[config.mk]
export PLATFORM = sky130hd
export DESIGN_NAME = upd_coh_ctrl
export DESIGN_NICKNAME = d
export VERILOG_FILES = /design/src/rtl/upd_coh_pkg.sv /design/src/rtl/upd_coh_line_store.sv /design/src/rtl/upd_coh_use_ctr.sv /design/src/rtl/upd_coh_snoop.sv /design/src/rtl/upd_coh_ctrl.sv
export SDC_FILE = /design/constraint.sdc
export NUM_CORES = 1
export LEC_CHECK = 0
export ABC_AREA = 0
export BUFFER_PORTS_ARGS = -buffer_cell sky130_fd_sc_hd__buf_4
export CORE_ASPECT_RATIO = 1.75
export CORE_UTILIZATION = 62
export CTS_BUF_LIST = sky130_fd_sc_hd__clkbuf_16
export CTS_CLUSTER_DIAMETER = 200
export DETAILED_ROUTE_END_ITERATION = 8
export PLACE_DENSITY = 0.81
export SYNTH_ARGS = -nofsm -noshare
export SYNTH_HDL_FRONTEND = slang
export SYNTH_SLANG_ARGS = --single-unit
[constraint.sdc]
create_clock -name clk -period 6.5 [get_ports clk]
set_clock_uncertainty 0.15 [all_clocks]
set_input_delay 0.65 -clock clk [delete_from_list [all_inputs] [get_ports clk]]
set_output_delay 0.65 -clock clk [all_outputs]
set_load 0.005 [all_outputs]
[src/rtl/upd_coh_pkg.sv]
package upd_coh_pkg;
   typedef enum logic [1:0] {
      LN_EXCL  = 2'd0,
      LN_MOD   = 2'd1,
      LN_SHCLN = 2'd2,
      LN_SHOWN = 2'd3
   } line_st_e;

   typedef enum logic [1:0] {
      BC_IDLE   = 2'd0,
      BC_READ   = 2'd1,
      BC_UPDATE = 2'd2,
      BC_FLUSH  = 2'd3
   } bus_cmd_e;

   function automatic logic st_dirty(input line_st_e s);
      return (s == LN_MOD) || (s == LN_SHOWN);
   endfunction

   function automatic logic st_shared(input line_st_e s);
      return (s == LN_SHCLN) || (s == LN_SHOWN);
   endfunction
endpackage

[src/rtl/upd_coh_line_store.sv]
module upd_coh_line_store
   import upd_coh_pkg::*;
#(
   parameter int IW = 4,
   parameter int TW = 4,
   parameter int DW = 16,
   localparam int LINES = 1 << IW
) (
   input  logic          clk,
   input  logic          rst_n,
   input  logic [IW-1:0] rd_a_idx,
   output logic          rd_a_vld,
   output logic [TW-1:0] rd_a_tag,
   output line_st_e      rd_a_st,
   output logic [DW-1:0] rd_a_data,
   input  logic [IW-1:0] rd_b_idx,
   output logic          rd_b_vld,
   output logic [TW-1:0] rd_b_tag,
   output line_st_e      rd_b_st,
   output logic [DW-1:0] rd_b_data,
   input  logic          wr_a_en,
   input  logic [IW-1:0] wr_a_idx,
   input  logic          wr_a_vld,
   input  logic [TW-1:0] wr_a_tag,
   input  line_st_e      wr_a_st,
   input  logic [DW-1:0] wr_a_data,
   input  logic          wr_b_en,
   input  logic [IW-1:0] wr_b_idx,
   input  logic          wr_b_vld,
   input  logic [TW-1:0] wr_b_tag,
   input  line_st_e      wr_b_st,
   input  logic [DW-1:0] wr_b_data
);
   logic [LINES-1:0] vld_q;
   logic [TW-1:0]    tag_q  [LINES];
   line_st_e         st_q   [LINES];
   logic [DW-1:0]    data_q [LINES];

   always_ff @(posedge clk or negedge rst_n) begin
      if (!rst_n) begin
         vld_q <= '0;
      end else begin
         if (wr_a_en) vld_q[wr_a_idx] <= wr_a_vld;
         if (wr_b_en) vld_q[wr_b_idx] <= wr_b_vld;
      end
   end

   always_ff @(posedge clk) begin
      if (wr_a_en) begin
         tag_q[wr_a_idx]  <= wr_a_tag;
         st_q[wr_a_idx]   <= wr_a_st;
         data_q[wr_a_idx] <= wr_a_data;
      end
      if (wr_b_en) begin
         tag_q[wr_b_idx]  <= wr_b_tag;
         st_q[wr_b_idx]   <= wr_b_st;
         data_q[wr_b_idx] <= wr_b_data;
      end
   end

   assign rd_a_vld  = vld_q[rd_a_idx];
   assign rd_a_tag  = tag_q[rd_a_idx];
   assign rd_a_st   = st_q[rd_a_idx];
   assign rd_a_data = data_q[rd_a_idx];
   assign rd_b_vld  = vld_q[rd_b_idx];
   assign rd_b_tag  = tag_q[rd_b_idx];
   assign rd_b_st   = st_q[rd_b_idx];
   assign rd_b_data = data_q[rd_b_idx];

   // Local and snoop writes never share a cycle: one bus transaction per cycle.
   assert_one_writer_R12: assert property (@(posedge clk) disable iff (!rst_n)
      !(wr_a_en && wr_b_en));
endmodule

[src/rtl/upd_coh_use_ctr.sv]
module upd_coh_use_ctr #(
   parameter int IW       = 4,
   parameter int CTR_MAX  = 3,
   parameter bit ENABLE   = 1'b1,
   localparam int LINES   = 1 << IW,
   localparam int CW      = $clog2(CTR_MAX + 1)
) (
   input  logic          clk,
   input  logic          rst_n,
   input  logic          load_en,
   input  logic [IW-1:0] load_idx,
   input  logic          dec_en,
   input  logic [IW-1:0] dec_idx,
   output logic          expire
);
   initial begin
      assert (CTR_MAX >= 1) else $error("CTR_MAX must be at least 1");
   end

   if (ENABLE) begin : g_on
      logic [CW-1:0] cnt_q [LINES];

      always_ff @(posedge clk or negedge rst_n) begin
         if (!rst_n) begin
            for (int i = 0; i < LINES; i++) cnt_q[i] <= CW'(CTR_MAX);
         end else begin
            if (dec_en)  cnt_q[dec_idx]  <= cnt_q[dec_idx] - CW'(1);
            if (load_en) cnt_q[load_idx] <= CW'(CTR_MAX);
         end
      end

      assign expire = dec_en && (cnt_q[dec_idx] == CW'(1));

      // A present line always holds a nonzero count.
      assert_ctr_live_R10: assert property (@(posedge clk) disable iff (!rst_n)
         dec_en |-> (cnt_q[dec_idx] != '0));
   end else begin : g_off
      logic unused_ctr_in;
      assign unused_ctr_in = ^{load_en, load_idx, dec_en, dec_idx, clk, rst_n};
      assign expire = 1'b0;
   end
endmodule

[src/rtl/upd_coh_snoop.sv]
module upd_coh_snoop
   import upd_coh_pkg::*;
#(
   parameter int TW = 4,
   parameter int DW = 16
) (
   input  logic          snp_valid,
   input  bus_cmd_e      snp_cmd,
   input  logic [TW-1:0] snp_tag,
   input  logic [DW-1:0] snp_data,
   input  logic          ln_vld,
   input  logic [TW-1:0] ln_tag,
   input  line_st_e      ln_st,
   input  logic [DW-1:0] ln_data,
   input  logic          expire,
   output logic          shared_o,
   output logic          supply_o,
   output logic [DW-1:0] supply_data,
   output logic          upd_en,
   output logic          upd_vld,
   output line_st_e      upd_st,
   output logic [DW-1:0] upd_data,
   output logic          dec_en
);
   logic hit;
   assign hit = snp_valid && ln_vld && (ln_tag == snp_tag);
   assign supply_data = ln_data;

   always_comb begin
      shared_o = 1'b0;
      supply_o = 1'b0;
      upd_en   = 1'b0;
      upd_vld  = 1'b1;
      upd_st   = ln_st;
      upd_data = ln_data;
      dec_en   = 1'b0;
      unique case (snp_cmd)
         BC_READ: begin
            shared_o = hit;
            supply_o = hit && st_dirty(ln_st);
            upd_en   = hit;
            if (ln_st == LN_MOD)  upd_st = LN_SHOWN;
            if (ln_st == LN_EXCL) upd_st = LN_SHCLN;
         end
         BC_UPDATE: begin
            shared_o = hit;
            upd_en   = hit;
            dec_en   = hit;
            upd_st   = LN_SHCLN;
            upd_data = snp_data;
            upd_vld  = !expire;
         end
         default: ;
      endcase
   end
endmodule

[src/rtl/upd_coh_ctrl.sv]
module upd_coh_ctrl
   import upd_coh_pkg::*;
#(
   parameter int AW      = 8,
   parameter int DW      = 16,
   parameter int IW      = 4,
   parameter bit USE_CTR = 1'b1,
   parameter int CTR_MAX = 3
) (
   input  logic          clk,
   input  logic          rst_n,
   input  logic          cpu_req,
   input  logic          cpu_we,
   input  logic [AW-1:0] cpu_addr,
   input  logic [DW-1:0] cpu_wdata,
   output logic          cpu_ack,
   output logic [DW-1:0] cpu_rdata,
   output logic          bus_req,
   input  logic          bus_gnt,
   output logic [1:0]    bus_cmd_o,
   output logic [AW-1:0] bus_addr_o,
   output logic [DW-1:0] bus_data_o,
   input  logic          bus_shared_i,
   input  logic [DW-1:0] bus_rdata_i,
   input  logic          snp_valid,
   input  logic [1:0]    snp_cmd,
   input  logic [AW-1:0] snp_addr,
   input  logic [DW-1:0] snp_data,
   output logic          snp_shared_o,
   output logic          snp_supply_o,
   output logic [DW-1:0] snp_data_o
);
   localparam int TW = AW - IW;

   initial begin
      assert (IW >= 1 && IW < AW) else $error("IW must lie in 1..AW-1");
      assert (DW >= 1) else $error("DW must be positive");
   end

   typedef enum logic [2:0] {C_IDLE, C_FLUSH, C_FILL, C_UPD, C_DONE} ctl_e;
   ctl_e cs_q, ns;

   logic [IW-1:0] cpu_idx, snp_idx;
   logic [TW-1:0] cpu_tag, snp_tag;
   assign cpu_idx = cpu_addr[IW-1:0];
   assign cpu_tag = cpu_addr[AW-1:IW];
   assign snp_idx = snp_addr[IW-1:0];
   assign snp_tag = snp_addr[AW-1:IW];

   logic a_vld, b_vld, cpu_hit;
   logic [TW-1:0] a_tag, b_tag;
   line_st_e a_st, b_st;
   logic [DW-1:0] a_data, b_data;
   logic wa_en, wa_vld, ld_en, rdata_ld;
   logic [TW-1:0] wa_tag;
   line_st_e wa_st;
   logic [DW-1:0] wa_data;
   logic wb_en, wb_vld, dec_en, expire;
   line_st_e wb_st;
   logic [DW-1:0] wb_data;
   bus_cmd_e bus_cmd;
   logic [DW-1:0] rdata_q;

   assign cpu_hit = a_vld && (a_tag == cpu_tag);

   upd_coh_line_store #(.IW(IW), .TW(TW), .DW(DW)) store_i (
      .clk, .rst_n,
      .rd_a_idx(cpu_idx), .rd_a_vld(a_vld), .rd_a_tag(a_tag), .rd_a_st(a_st), .rd_a_data(a_data),
      .rd_b_idx(snp_idx), .rd_b_vld(b_vld), .rd_b_tag(b_tag), .rd_b_st(b_st), .rd_b_data(b_data),
      .wr_a_en(wa_en), .wr_a_idx(cpu_idx), .wr_a_vld(wa_vld), .wr_a_tag(wa_tag),
      .wr_a_st(wa_st), .wr_a_data(wa_data),
      .wr_b_en(wb_en), .wr_b_idx(snp_idx), .wr_b_vld(wb_vld), .wr_b_tag(b_tag),
      .wr_b_st(wb_st), .wr_b_data(wb_data));

   upd_coh_use_ctr #(.IW(IW), .CTR_MAX(CTR_MAX), .ENABLE(USE_CTR)) ctr_i (
      .clk, .rst_n, .load_en(ld_en), .load_idx(cpu_idx),
      .dec_en, .dec_idx(snp_idx), .expire);

   upd_coh_snoop #(.TW(TW), .DW(DW)) snoop_i (
      .snp_valid, .snp_cmd(bus_cmd_e'(snp_cmd)), .snp_tag, .snp_data,
      .ln_vld(b_vld), .ln_tag(b_tag), .ln_st(b_st), .ln_data(b_data), .expire,
      .shared_o(snp_shared_o), .supply_o(snp_supply_o), .supply_data(snp_data_o),
      .upd_en(wb_en), .upd_vld(wb_vld), .upd_st(wb_st), .upd_data(wb_data), .dec_en);

   always_comb begin
      ns         = cs_q;
      wa_en      = 1'b0;
      wa_vld     = 1'b1;
      wa_tag     = cpu_tag;
      wa_st      = a_st;
      wa_data    = a_data;
      ld_en      = 1'b0;
      rdata_ld   = 1'b0;
      bus_req    = 1'b0;
      bus_cmd    = BC_IDLE;
      bus_addr_o = cpu_addr;
      bus_data_o = cpu_wdata;
      unique case (cs_q)
         C_IDLE: if (cpu_req && !snp_valid) begin
            if (cpu_hit) begin
               ld_en = 1'b1;
               if (!cpu_we) begin
                  rdata_ld = 1'b1;
                  ns = C_DONE;
               end else if (!st_shared(a_st)) begin
                  wa_en   = 1'b1;
                  wa_st   = LN_MOD;
                  wa_data = cpu_wdata;
                  ns = C_DONE;
               end else begin
                  ns = C_UPD;
               end
            end else begin
               ns = (a_vld && st_dirty(a_st)) ? C_FLUSH : C_FILL;
            end
         end
         C_FLUSH: begin
            if (a_vld && st_dirty(a_st) && !cpu_hit) begin
               bus_req    = 1'b1;
               bus_cmd    = BC_FLUSH;
               bus_addr_o = {a_tag, cpu_idx};
               bus_data_o = a_data;
               if (bus_gnt) begin
                  wa_en  = 1'b1;
                  wa_vld = 1'b0;
                  wa_tag = a_tag;
                  ns = C_FILL;
               end
            end else begin
               ns = C_IDLE;
            end
         end
         C_FILL: begin
            bus_req = 1'b1;
            bus_cmd = BC_READ;
            if (bus_gnt) begin
               wa_en   = 1'b1;
               wa_st   = bus_shared_i ? LN_SHCLN : LN_EXCL;
               wa_data = bus_rdata_i;
               ld_en   = 1'b1;
               ns = C_IDLE;
            end
         end
         C_UPD: begin
            if (cpu_hit && st_shared(a_st)) begin
               bus_req = 1'b1;
               bus_cmd = BC_UPDATE;
               if (bus_gnt) begin
                  wa_en   = 1'b1;
                  wa_st   = bus_shared_i ? LN_SHOWN : LN_MOD;
                  wa_data = cpu_wdata;
                  ns = C_DONE;
               end
            end else begin
               ns = C_IDLE;
            end
         end
         C_DONE: ns = C_IDLE;
         default: ns = C_IDLE;
      endcase
   end

   always_ff @(posedge clk or negedge rst_n) begin
      if (!rst_n) begin
         cs_q    <= C_IDLE;
         rdata_q <= '0;
      end else begin
         cs_q <= ns;
         if (rdata_ld) rdata_q <= a_data;
      end
   end

   assign bus_cmd_o = bus_cmd;
   assign cpu_ack   = (cs_q == C_DONE);
   assign cpu_rdata = rdata_q;

   assert_ack_pulse_R3: assert property (@(posedge clk) disable iff (!rst_n)
      cpu_ack |=> !cpu_ack);
   assert_upd_completes_R4: assert property (@(posedge clk) disable iff (!rst_n)
      (bus_req && bus_gnt && bus_cmd_o == 2'd2) |=> cpu_ack);
   assert_supply_shared_R6: assert property (@(posedge clk) disable iff (!rst_n)
      snp_supply_o |-> snp_shared_o);
   assert_fill_after_flush_R9: assert property (@(posedge clk) disable iff (!rst_n)
      (bus_req && bus_gnt && bus_cmd_o == 2'd3) |=> (bus_req && bus_cmd_o == 2'd1));
   assert_read_held_R12: assert property (@(posedge clk) disable iff (!rst_n)
      (bus_req && !bus_gnt && bus_cmd_o == 2'd1) |=>
         (bus_req && bus_cmd_o == 2'd1 && $stable(bus_addr_o)));
endmodule

Word-level counts from Yosys, hierarchy flattened
Memory sizes are Yosys's and may differ from the RTL's.
Index checks and enable logic that the tools add are counted.
- memories kept: 3
- register bits: 67
- input bits: 73
- memory bits (writable): 352
- eq/ne operators: 18
- multiplexer cells: 94
- magnitude comparators: 8
- bitwise operators: 3
- reductions and logical operators: 23
- add/sub/neg operators: 1
- memories (memory ; words ; width ; read ports ; clocked after memory_dff ; write ports ; line ; source):
    store_i.data_q ; 16 ; 16 ; 2 ; 0 ; 2 ; upd_coh_line_store.sv:37 ; logic [DW-1:0] data_q [LINES];
    store_i.tag_q ; 16 ; 4 ; 2 ; 0 ; 2 ; upd_coh_line_store.sv:35 ; logic [TW-1:0] tag_q [LINES];
    store_i.st_q ; 16 ; 2 ; 2 ; 0 ; 2 ; upd_coh_line_store.sv:36 ; line_st_e st_q [LINES];
- operator list (operator ; number):
    $mux W16 ; 12
    $mux W32 ; 2
    $pmux W16 S3 ; 1
    $mux W2 ; 18
    $bwmux W16 ; 2
    $bwmux W32 ; 1
    $or A32 B32 Y32 ; 1
    $mux W1 ; 30
    $mux W3 ; 9
    $demux W2 S4 ; 2
    $mux W8 ; 2
    $logic_and A1 B1 Y1 ; 13
    $mux W4 ; 3
    $pmux W2 S3 ; 2
    $pmux W3 S4 ; 1
    $ge A5 B5 Y1 const B ; 2
    $lt A4 B5 Y1 const B ; 2
    $lt A5 B1 Y1 const B ; 2
    $not A4 Y5 ; 2
    $bmux W1 S4 ; 2
    $bmux W2 S4 ; 1
    $demux W1 S4 ; 2
    $eq A2 B1 Y1 const B ; 4
    $eq A2 B2 Y1 const B ; 4
    18 further kinds ; 27

Longest topological paths before layout
Gate-level depths: netlist (run 1).
- depth after elaboration: 11
- gate-level depth with buffers: 16
- depth with buffers taken out: 9

By module
Synthesis (run 1) repeated with hierarchy kept, for this count alone.
- cell total of the unflattened synthesis: 1748
- area total of the unflattened synthesis: 25654.6 sq um
- modules (own cells, without submodules) (module ; cells each ; seq. area each (sq um) ; times used ; area each (sq um)):
    upd_coh_line_store ; 1325 ; 10970.5 ; 1 ; 21630.7
    upd_coh_use_ctr ; 203 ; 840.8 ; 1 ; 1906.8
    upd_coh_ctrl ; 166 ; 475.5 ; 1 ; 1671.6
    upd_coh_snoop ; 54 ; 0.0 ; 1 ; 445.4

Least setup slack after synthesis (run 1)
OpenSTA, ideal clock, no wires.
- path type: input port to flip-flop
- start point: in snp_addr[3]
- end point: mem store_i.data_q[2][0] (enable)
- stages: 9
- slack: 0.998 ns
- buffers on the path: 3
- arrival: 4.889 ns
- cell sequence: buf_2 clkbuf_1 mux4_1 mux2_2 xor2_1 o32ai_4 nand4_4 buf_6 o41ai_1
- RTL lines (element ; line ; source):
    from (decl) ; upd_coh_ctrl.sv:27 ; input logic [AW-1:0] snp_addr,
    to (decl) ; upd_coh_line_store.sv:37 ;

Worst setup path after layout (run 1)
- start point: in cpu_addr[1]
- end point: out bus_data_o[2]
- longest elaborated chain between the ends: 7
- RTL lines (element ; line ; source):
    from (decl) ; upd_coh_ctrl.sv:14 ; input logic [AW-1:0] cpu_addr,
    $mem_v2 Z16 W4 (tied with other cells) ; n/a ;
    $eq A4 B4 Y1 (tied with other cells) ; upd_coh_ctrl.sv:64 ; assign cpu_hit = a_vld && (a_tag == cpu_tag);
    $logic_and A1 B1 Y1 or $logic_or A1 B1 Y1 (tied branches) ; upd_coh_ctrl.sv:64, upd_coh_pkg.sv:17 ;
    $logic_not A1 Y1 or $logic_and A1 B1 Y1 (tied branches) ; upd_coh_ctrl.sv:118 ; if (a_vld && st_dirty(a_st) && !cpu_hit) begin
    $logic_and A1 B1 Y1 ; upd_coh_ctrl.sv:118 ;
    $mux W16 * ; upd_coh_ctrl.sv:118 ;
    $mux W16 * ; upd_coh_ctrl.sv:98 ; unique case (cs_q)
    to (decl) ; upd_coh_ctrl.sv:22 ; output logic [DW-1:0] bus_data_o,
Mark *: on every way between the ends. The rest lies on a longest branch, timed or not. The select of a mux whose other input is x is not followed.

==> metrics.md, run 1 <==
| Metric | Value |
|---|---|
| Outcome | `finished clean` |
| Post-synth top flop | `edfxtp_1` |
| Nets | `1,938` |
| Initial Utilization | `62.8%` |
| Clock Latency Late Sink | `between 0.5 and 0.6 ns` |
| ANT nets after route | `0` |
| Crit share post-route | `between 80% and 90%` |
| CTS resizes | `0` |
| Distinct cells, synth | `70` |
| Top cell type's share of synthesized area | `41.3%` |
| CTS Sinks | `419` |
| Post-DP HPWL | `slightly above 50 mm` |
| Largest net degree at the start of global routing | `64` |
| Global-route congestion overflow total | `0` |
| Post-Syn Nets | `1,872` |
| Critical Path RT | `5.70 ns` |
| Number of global-route vias before repair | `18,685` |
| Final wirelength | `80.1 mm` |
| Share of cells above drive strength 1 | `about a third` |
| Post-synthesis register bit count | `419` |
| Yosys top cell by area | `edfxtp_1` |
| Post-Syn Instances | `1,796` |
| Final Critical Period | `between 5 and 6 ns` |
| Ports | `135` |
| Maximum clock frequency | `0.177 GHz` |
| Syn avg cell area | `14.2 um^2` |
| Final hold viol count | `0` |
| Max-slew violations | `0` |
| Crit path DAT | `4.86 ns` |
| Area of the die | `42,100 um^2` |
| Antenna diodes | `0` |
| Clk pin slew, worst setup/hold paths | `0.07 ns` |
| CTS root buffer | `clkbuf_16` |
| Slew Limit Headroom | `6.63%` |
| Total number of vias | `about 18,000` |
| MaxCap Viol Count | `0` |
| Placed cells | `2,370` |
| Hold Crit Class | `input port to flip-flop` |
| CTS tree | `built` |
| Residual DRC count | `0` |
| Core Region | `40,700 um^2` |
| Unrepaired setup endpoints after global routing | `no` |
| Crit end category | `output port` |
| Crit Path Max Fanout | `28` |
| CTS Buf Count | `39` |
| Post-synth EDFFs | `352` |
| Pre-antenna DRT Iters | `6` |
| Synth cell count leaders | `edfxtp_1 (352), mux2i_1 (317), mux4_2 (208)` |
| Core Rows | `98` |
| Fillcell total | `2,769` |
| Placed cell areas | `between 20,000 and 30,000 um^2` |
| WL/cell | `32.8 um` |
| Async set-reset flop share out of synthesis | `16.0%` |
| Initial antenna violation count | `0` |
| Static Leak | `10.0 nW` |
| Via density | `7.36` |
| Netlist Area Pre-Place | `25,600 um^2` |
| All-Layer GR Usage | `38.8%` |
| Total Negative Setup Slacks | `0 ns` |
| Seq/Total Area, Yosys | `48.1%` |
| Die width | `156 um` |
| CTS max path bufs | `3` |
| Iter 0 DRT Violations | `around 2,100` |
| Most frequent cell after synthesis | `edfxtp_1` |
| Max VDD drop | `roughly 0.28 mV` |
| P&R area growth vs syn | `10.4%` |
| Worst Setup Path Type | `input port to output port` |
| Yosys warning count | `0` |
| IO Port Bufs | `134` |
| H-Tree Depth | `2` |
| Synth top area cells | `edfxtp_1 (41%), mux4_2 (18%), mux2i_1 (12%), dfrtp_1 (3.4%), dfstp_2 (3.3%)` |
| Post-route cell area | `about 28,000 um^2` |
| RePlAce Congestion | `0.970` |
| PD cells | `269 nW/um^2` |
| Post-Layout Cell Count | `2,443` |
| Worst Tran Pin Value | `1.36 ns` |
| Startpoint Class | `input port` |
| Final setup vio count | `0` |
| First-pass GRT wire length | `117 mm` |
| Die height | `271 um` |
==> cells in the final DEF (no fill, tap or decap), types with 4 or more instances in the layout <==
| cell type | count |
|---|---|
| a21oi_1 | 90 |
| a221oi_2 | 7 |
| a221oi_4 | 8 |
| and2_1 | 18 |
| buf_4 | 210 |
| clkbuf_16 | 40 |
| clkinv_1 | 9 |
| dfrtp_1 | 35 |
| dfstp_2 | 32 |
| edfxtp_1 | 352 |
| inv_1 | 30 |
| mux2_2 | 49 |
| mux2i_1 | 317 |
| mux4_1 | 9 |
| mux4_2 | 208 |
| nand2_1 | 126 |
| nand2b_1 | 12 |
| nand3_1 | 28 |
| nand4_1 | 15 |
| nand4b_1 | 8 |
| nor2_1 | 93 |
| nor2_2 | 6 |
| nor2_8 | 8 |
| nor2b_1 | 8 |
| nor3_1 | 15 |
| o211ai_1 | 14 |
| o21ai_0 | 22 |
| o21ai_1 | 8 |
| o21ai_4 | 11 |
| o221a_1 | 5 |
| o221a_2 | 6 |
| o22ai_1 | 6 |
| or2_2 | 4 |
| or4_1 | 10 |
| xnor2_1 | 4 |
==> power breakdown <==
part           total [W]  switching [W]  internal, W
clock            0.00225        0.00105      0.00120
sequential       0.00347       0.000130      0.00334
combinational    0.00186        0.00107     0.000786
total            0.00759        0.00225      0.00533
==> per-stage QoR <==
step	hold slack, ns	utilization [%]	setup slack (ns)	power [W]
after detailed placement	0.330	66.3	1.10	0.00535
after floorplan	0.204	-	0.998	0.00476
final	0.219	69.3	0.836	0.00759
after global placement	0.326	66.3	1.17	0.00526
after CTS	0.209	69.3	1.10	0.00757
after global routing	0.226	69.3	0.774	0.00781
==> worst max-delay path: stages <==
cell and delay (ns):
buf_4 0.38, buf_4 0.44, nand2b_1 0.43, nor3_1 0.11
a2111oi_0 0.36, nand3_1 0.39, nand4_1 0.36, buf_4 0.30
and2_2 0.83, mux2_2 0.42, buf_4 0.14
==> cells by family after synthesis <==
kind of cell / after synthesis / share of synthesized area [%]
AND/OR/NAND/NOR: 372 / 7.45
AO/OA/AOI/OAI: 204 / 5.88
flip-flops: 419 / 48.1
adder cells (fa/ha/maj): 3 / 0.147
XOR/XNOR: 6 / 0.206
buffers and inverters: 208 / 4.39
multiplexers: 584 / 33.9
==> routing by layer <==
layer	wire, um	up-vias	GRT usage, %	part of all wire, %
met1	25300	8968	44.4	32
li1	-	7227	-	-
met4	6520	0	28.0	8.1
met2	40500	1391	65.0	51
met5	0	-	0	0
met3	7730	384	7.26	9.7
==> layout make-up <==
class	count	area, um^2	share of cell area, %
multi-input cells	1169	12300	43.6
inverters	18	67.6	0.239
clock inverters	32	211	0.749
repair buffers	215	1650	5.84
well taps	550	688	2.44
clock buffers	40	1000	3.55
flip-flops and latches	419	12300	43.5
==> state kept, by name (all words and copies together), names as in the netlist <==
name / count
store_i.data_q: 256
store_i.tag_q: 64
ctr_i.g_on.cnt_q: 32
store_i.st_q: 32
cpu_rdata: 16
store_i.vld_q: 16
cs_q: 3
==> worst paths after layout <==
kind | cells after the start | start | endpoint | slack [ns]
worst max-delay path | 11 | cpu_addr[1] | bus_data_o[2] | 0.84
worst min-delay path | 2 | bus_gnt | cs_q[0] | 0.22
worst max register to register | 9 | store_i.tag_q[13][0] | store_i.data_q[1][14] | 1.87
worst min register to register | 2 | ctr_i.g_on.cnt_q[8] | ctr_i.g_on.cnt_q[8] | 0.35
max in group asynchronous | 3 | rst_n | cpu_rdata[12] | 4.72
min in group asynchronous | 2 | rst_n | cpu_rdata[3] | 0.29
==> what timing repair did <==
action	in CTS	in global routing
hold buffers	1	0
endpoints found under the hold margin	4	0
buffers inserted	0	0
Note: power is estimated with default switching activity, not from simulation.
==> inputs of run 2 (changes only) <==
--- a/config.mk
+++ b/config.mk
@@ -7,6 +7,7 @@
 export LEC_CHECK = 0
 export ABC_AREA = 0
 export BUFFER_PORTS_ARGS = -buffer_cell sky130_fd_sc_hd__buf_4
+export CAP_MARGIN = 20
 export CORE_ASPECT_RATIO = 1.75
 export CORE_UTILIZATION = 62
 export CTS_BUF_LIST = sky130_fd_sc_hd__clkbuf_16
==> constraint.sdc (replaced) <==
create_clock -name clk -period 6.5 [get_ports clk]
set_clock_uncertainty 0.15 [all_clocks]
set_input_delay 0.975 -clock clk [delete_from_list [all_inputs] [get_ports clk]]
set_output_delay 0.975 -clock clk [all_outputs]
set_load 0.005 [all_outputs]
==> run 2 against run 1 <==
Against the previous run:
- global-route usage decreased by 0.33 points
- hold slack got worse by 0.15 ns
- clock power about the same
- flip-flop and latch count unchanged
- routed wire length decreased by 1.3%
- combinational power about the same
- critical path type unchanged
==> metrics.md, run 2 (synthesis results as in run 1) <==
| Metric | Value |
|---|---|
| Die height | `271 um (unchanged)` |
| Unrepaired setup endpoints after global routing | `no` |
| Largest net degree at the start of global routing | `64 (unchanged)` |
| All-Layer GR Usage | `38.5% (-0.33 points)` |
| CTS max path bufs | `3 (unchanged)` |
| Clk pin slew, worst setup/hold paths | `0.06 ns (about the same)` |
| ANT nets after route | `0 (unchanged)` |
| Ports | `135 (unchanged)` |
| GR Util met3 | `6.50% (-0.75 points)` |
| CTS Sinks | `419 (unchanged)` |
| Core Rows | `98 (unchanged)` |
| CTS Buf Count | `40 (+2.6%)` |
| Number of global-route vias before repair | `18,595 (-0.48%)` |
| Static Leak | `10.1 nW (+1.2%)` |
| Die width | `156 um (unchanged)` |
| Max-slew violations | `0 (unchanged)` |
| IO Port Bufs | `134 (unchanged)` |
| Pre-antenna DRT Iters | `8 (+2)` |
| Top flop regs | `store_i.data_q (256), store_i.tag_q (64)` |
| PD cells | `267 nW/um^2 (-0.56%)` |
| Routing usage on met1 | `44.0% (-0.39 points)` |
| Worst Setup Path Type | `input port to output port` |
| WL/cell | `32.1 um (-2.0%)` |
| CTS root buffer | `clkbuf_16` |
| CTS Hold Bufs | `0 (-1)` |
| Largest Register | `store_i.data_q` |
| Hold Crit Class | `input port to async pin` |
| Worst setup startpoint | `cpu_addr[2]` |
| Commonest non-fill, non-tap cells in the layout | `edfxtp_1 (352), mux2i_1 (317), buf_4 (222), mux4_2 (208), nand2_1 (126)` |
| Worst Tran Pin Value | `1.21 ns (-0.149 ns)` |
| Max reg flops | `256 (unchanged)` |
| Iter 0 DRT Violations | `2,420 (+17%)` |
| Final wirelength | `79.0 mm (-1.3%)` |
| CTS resizes | `0 (unchanged)` |
| H-Tree Depth | `2 (unchanged)` |
| Crit share post-route | `85.4% (-1.8 points)` |
| Share of cells above drive strength 1 | `33.6% (+0.74 points)` |
| Critical Path RT | `5.37 ns (-0.33 ns)` |
| Crit end category | `output port` |
| Most common cell after layout, fill and taps aside | `edfxtp_1` |
| Total Negative Setup Slacks | `0 ns (unchanged)` |
| Max VDD drop | `0.193 mV (-31%)` |
| Core Region | `40,700 um^2 (unchanged)` |
| Reg2reg path depth | `9 (unchanged)` |
| Antenna diodes | `0 (unchanged)` |
| Final Critical Period | `5.55 ns (-0.116 ns)` |
| Placed cell areas | `27,200 um^2 (+0.68%)` |
| Outcome | `finished clean` |
| CTS tree | `built` |
| Crit path DAT | `4.42 ns (-0.44 ns)` |
| Clock Latency Late Sink | `0.57 ns (about the same)` |
| Crit Path Max Fanout | `36 (+29%)` |
| Area of the die | `42,100 um^2 (unchanged)` |
| Final hold viol count | `0 (unchanged)` |
| Setup bufs post-CTS | `0 (unchanged)` |
| MaxCap Viol Count | `0 (unchanged)` |
| Startpoint Class | `input port` |
| RePlAce Congestion | `0.974 (+0.44%)` |
| Post-DP HPWL | `51.8 mm (+1.7%)` |
| First-pass GRT wire length | `116 mm (-0.61%)` |
| Slew Limit Headroom | `18.8% (+12 points)` |
| Residual DRC count | `0 (unchanged)` |
| Total number of vias | `17,985 (+0.083%)` |
| Maximum clock frequency | `0.180 GHz (+2.1%)` |
| Final setup vio count | `0 (unchanged)` |
| P&R area growth vs syn | `11.3%` |
| Global-route congestion overflow total | `0 (unchanged)` |
| Nets | `1,957 (+0.98%)` |
| Post-route cell area | `28,500 um^2 (+0.86%)` |
| Grt met2 use | `63.7% (-1.3 points)` |
| Final core utilization | `69.9% (+0.59 points)` |
| Via density | `7.31 (-0.65%)` |
| Reg-to-reg startpoint | `store_i.tag_q[5][1]` |
| GR peak layer | `met2` |
| Fillcell total | `2,723 (-1.7%)` |
| Initial antenna violation count | `0 (unchanged)` |
| Initial Utilization | `62.8% (unchanged)` |
## run 2: cell types whose count changed in the layout (fill, tap and decap cells not counted), moves of 2 or more
cell,change
clkinv_1,-3
clkinvlp_4,+3
buf_4,+12
inv_1,+2
buf_16,+2
buf_12,+5
inv_6,-2
## run 2: stage by stage
stage | total power (W) | hold WS, ns | setup WS [ns] | cells
after CTS | 0.00758 | 0.0609 | 0.999 | 2458
final | 0.00761 | 0.0675 | 0.951 | 2461
after global placement | 0.00529 | 0.336 | 0.882 | 2382
after floorplan | 0.00476 | 0.327 | 0.673 | 1796
after global routing | 0.00784 | 0.0648 | 0.763 | 2461
after detailed placement | 0.00538 | 0.342 | 0.774 | 2386
## run 2: critical path, cell delays in order
cell       delay (ns)
buf_4            0.56
mux4_2           0.62
and3_1           0.20
a2111oi_1        0.37
nand3_1          0.16
nand4_1          0.33
and2_2           0.43
buf_12           0.24
mux2_2           0.37
buf_4            0.14
## run 2: where the power goes
group	total [W]	internal, W	switching [W]
Combinational	0.00189	0.000813	0.00107
Clock	0.00225	0.00120	0.00104
Sequential	0.00347	0.00334	0.000132
## run 2: final timing paths
| path | end | slack, ns |
|---|---|---|
| min in group clk | ctr_i.g_on.cnt_q[30] | 0.35 |
| worst max-delay path | bus_data_o[15] | 0.95 |
| worst min-delay path | cpu_rdata[3] | 0.07 |
| max in group asynchronous | cpu_rdata[14] | 4.93 |
| worst min register to register | ctr_i.g_on.cnt_q[30] | 0.35 |
| worst max register to register | store_i.tag_q[5][0] | 1.75 |
## run 2: metal layers
metal  vias up  routed length (um)
met5         -                   0
met4         0                6890
met3       365                7500
met2      1318               39800
met1      9018               24900
li1       7284                   -
## run 2: cell type report
cell class / instances / area (um^2) / share of cell area [%]
sequential: 419 / 12300 / 43.2
clock buffer: 40 / 1000 / 3.52
clock inverter: 32 / 218 / 0.765
tap: 550 / 688 / 2.42
inverter: 18 / 67.6 / 0.237
timing repair buffer: 233 / 1880 / 6.62
multi-input combinational: 1169 / 12300 / 43.3
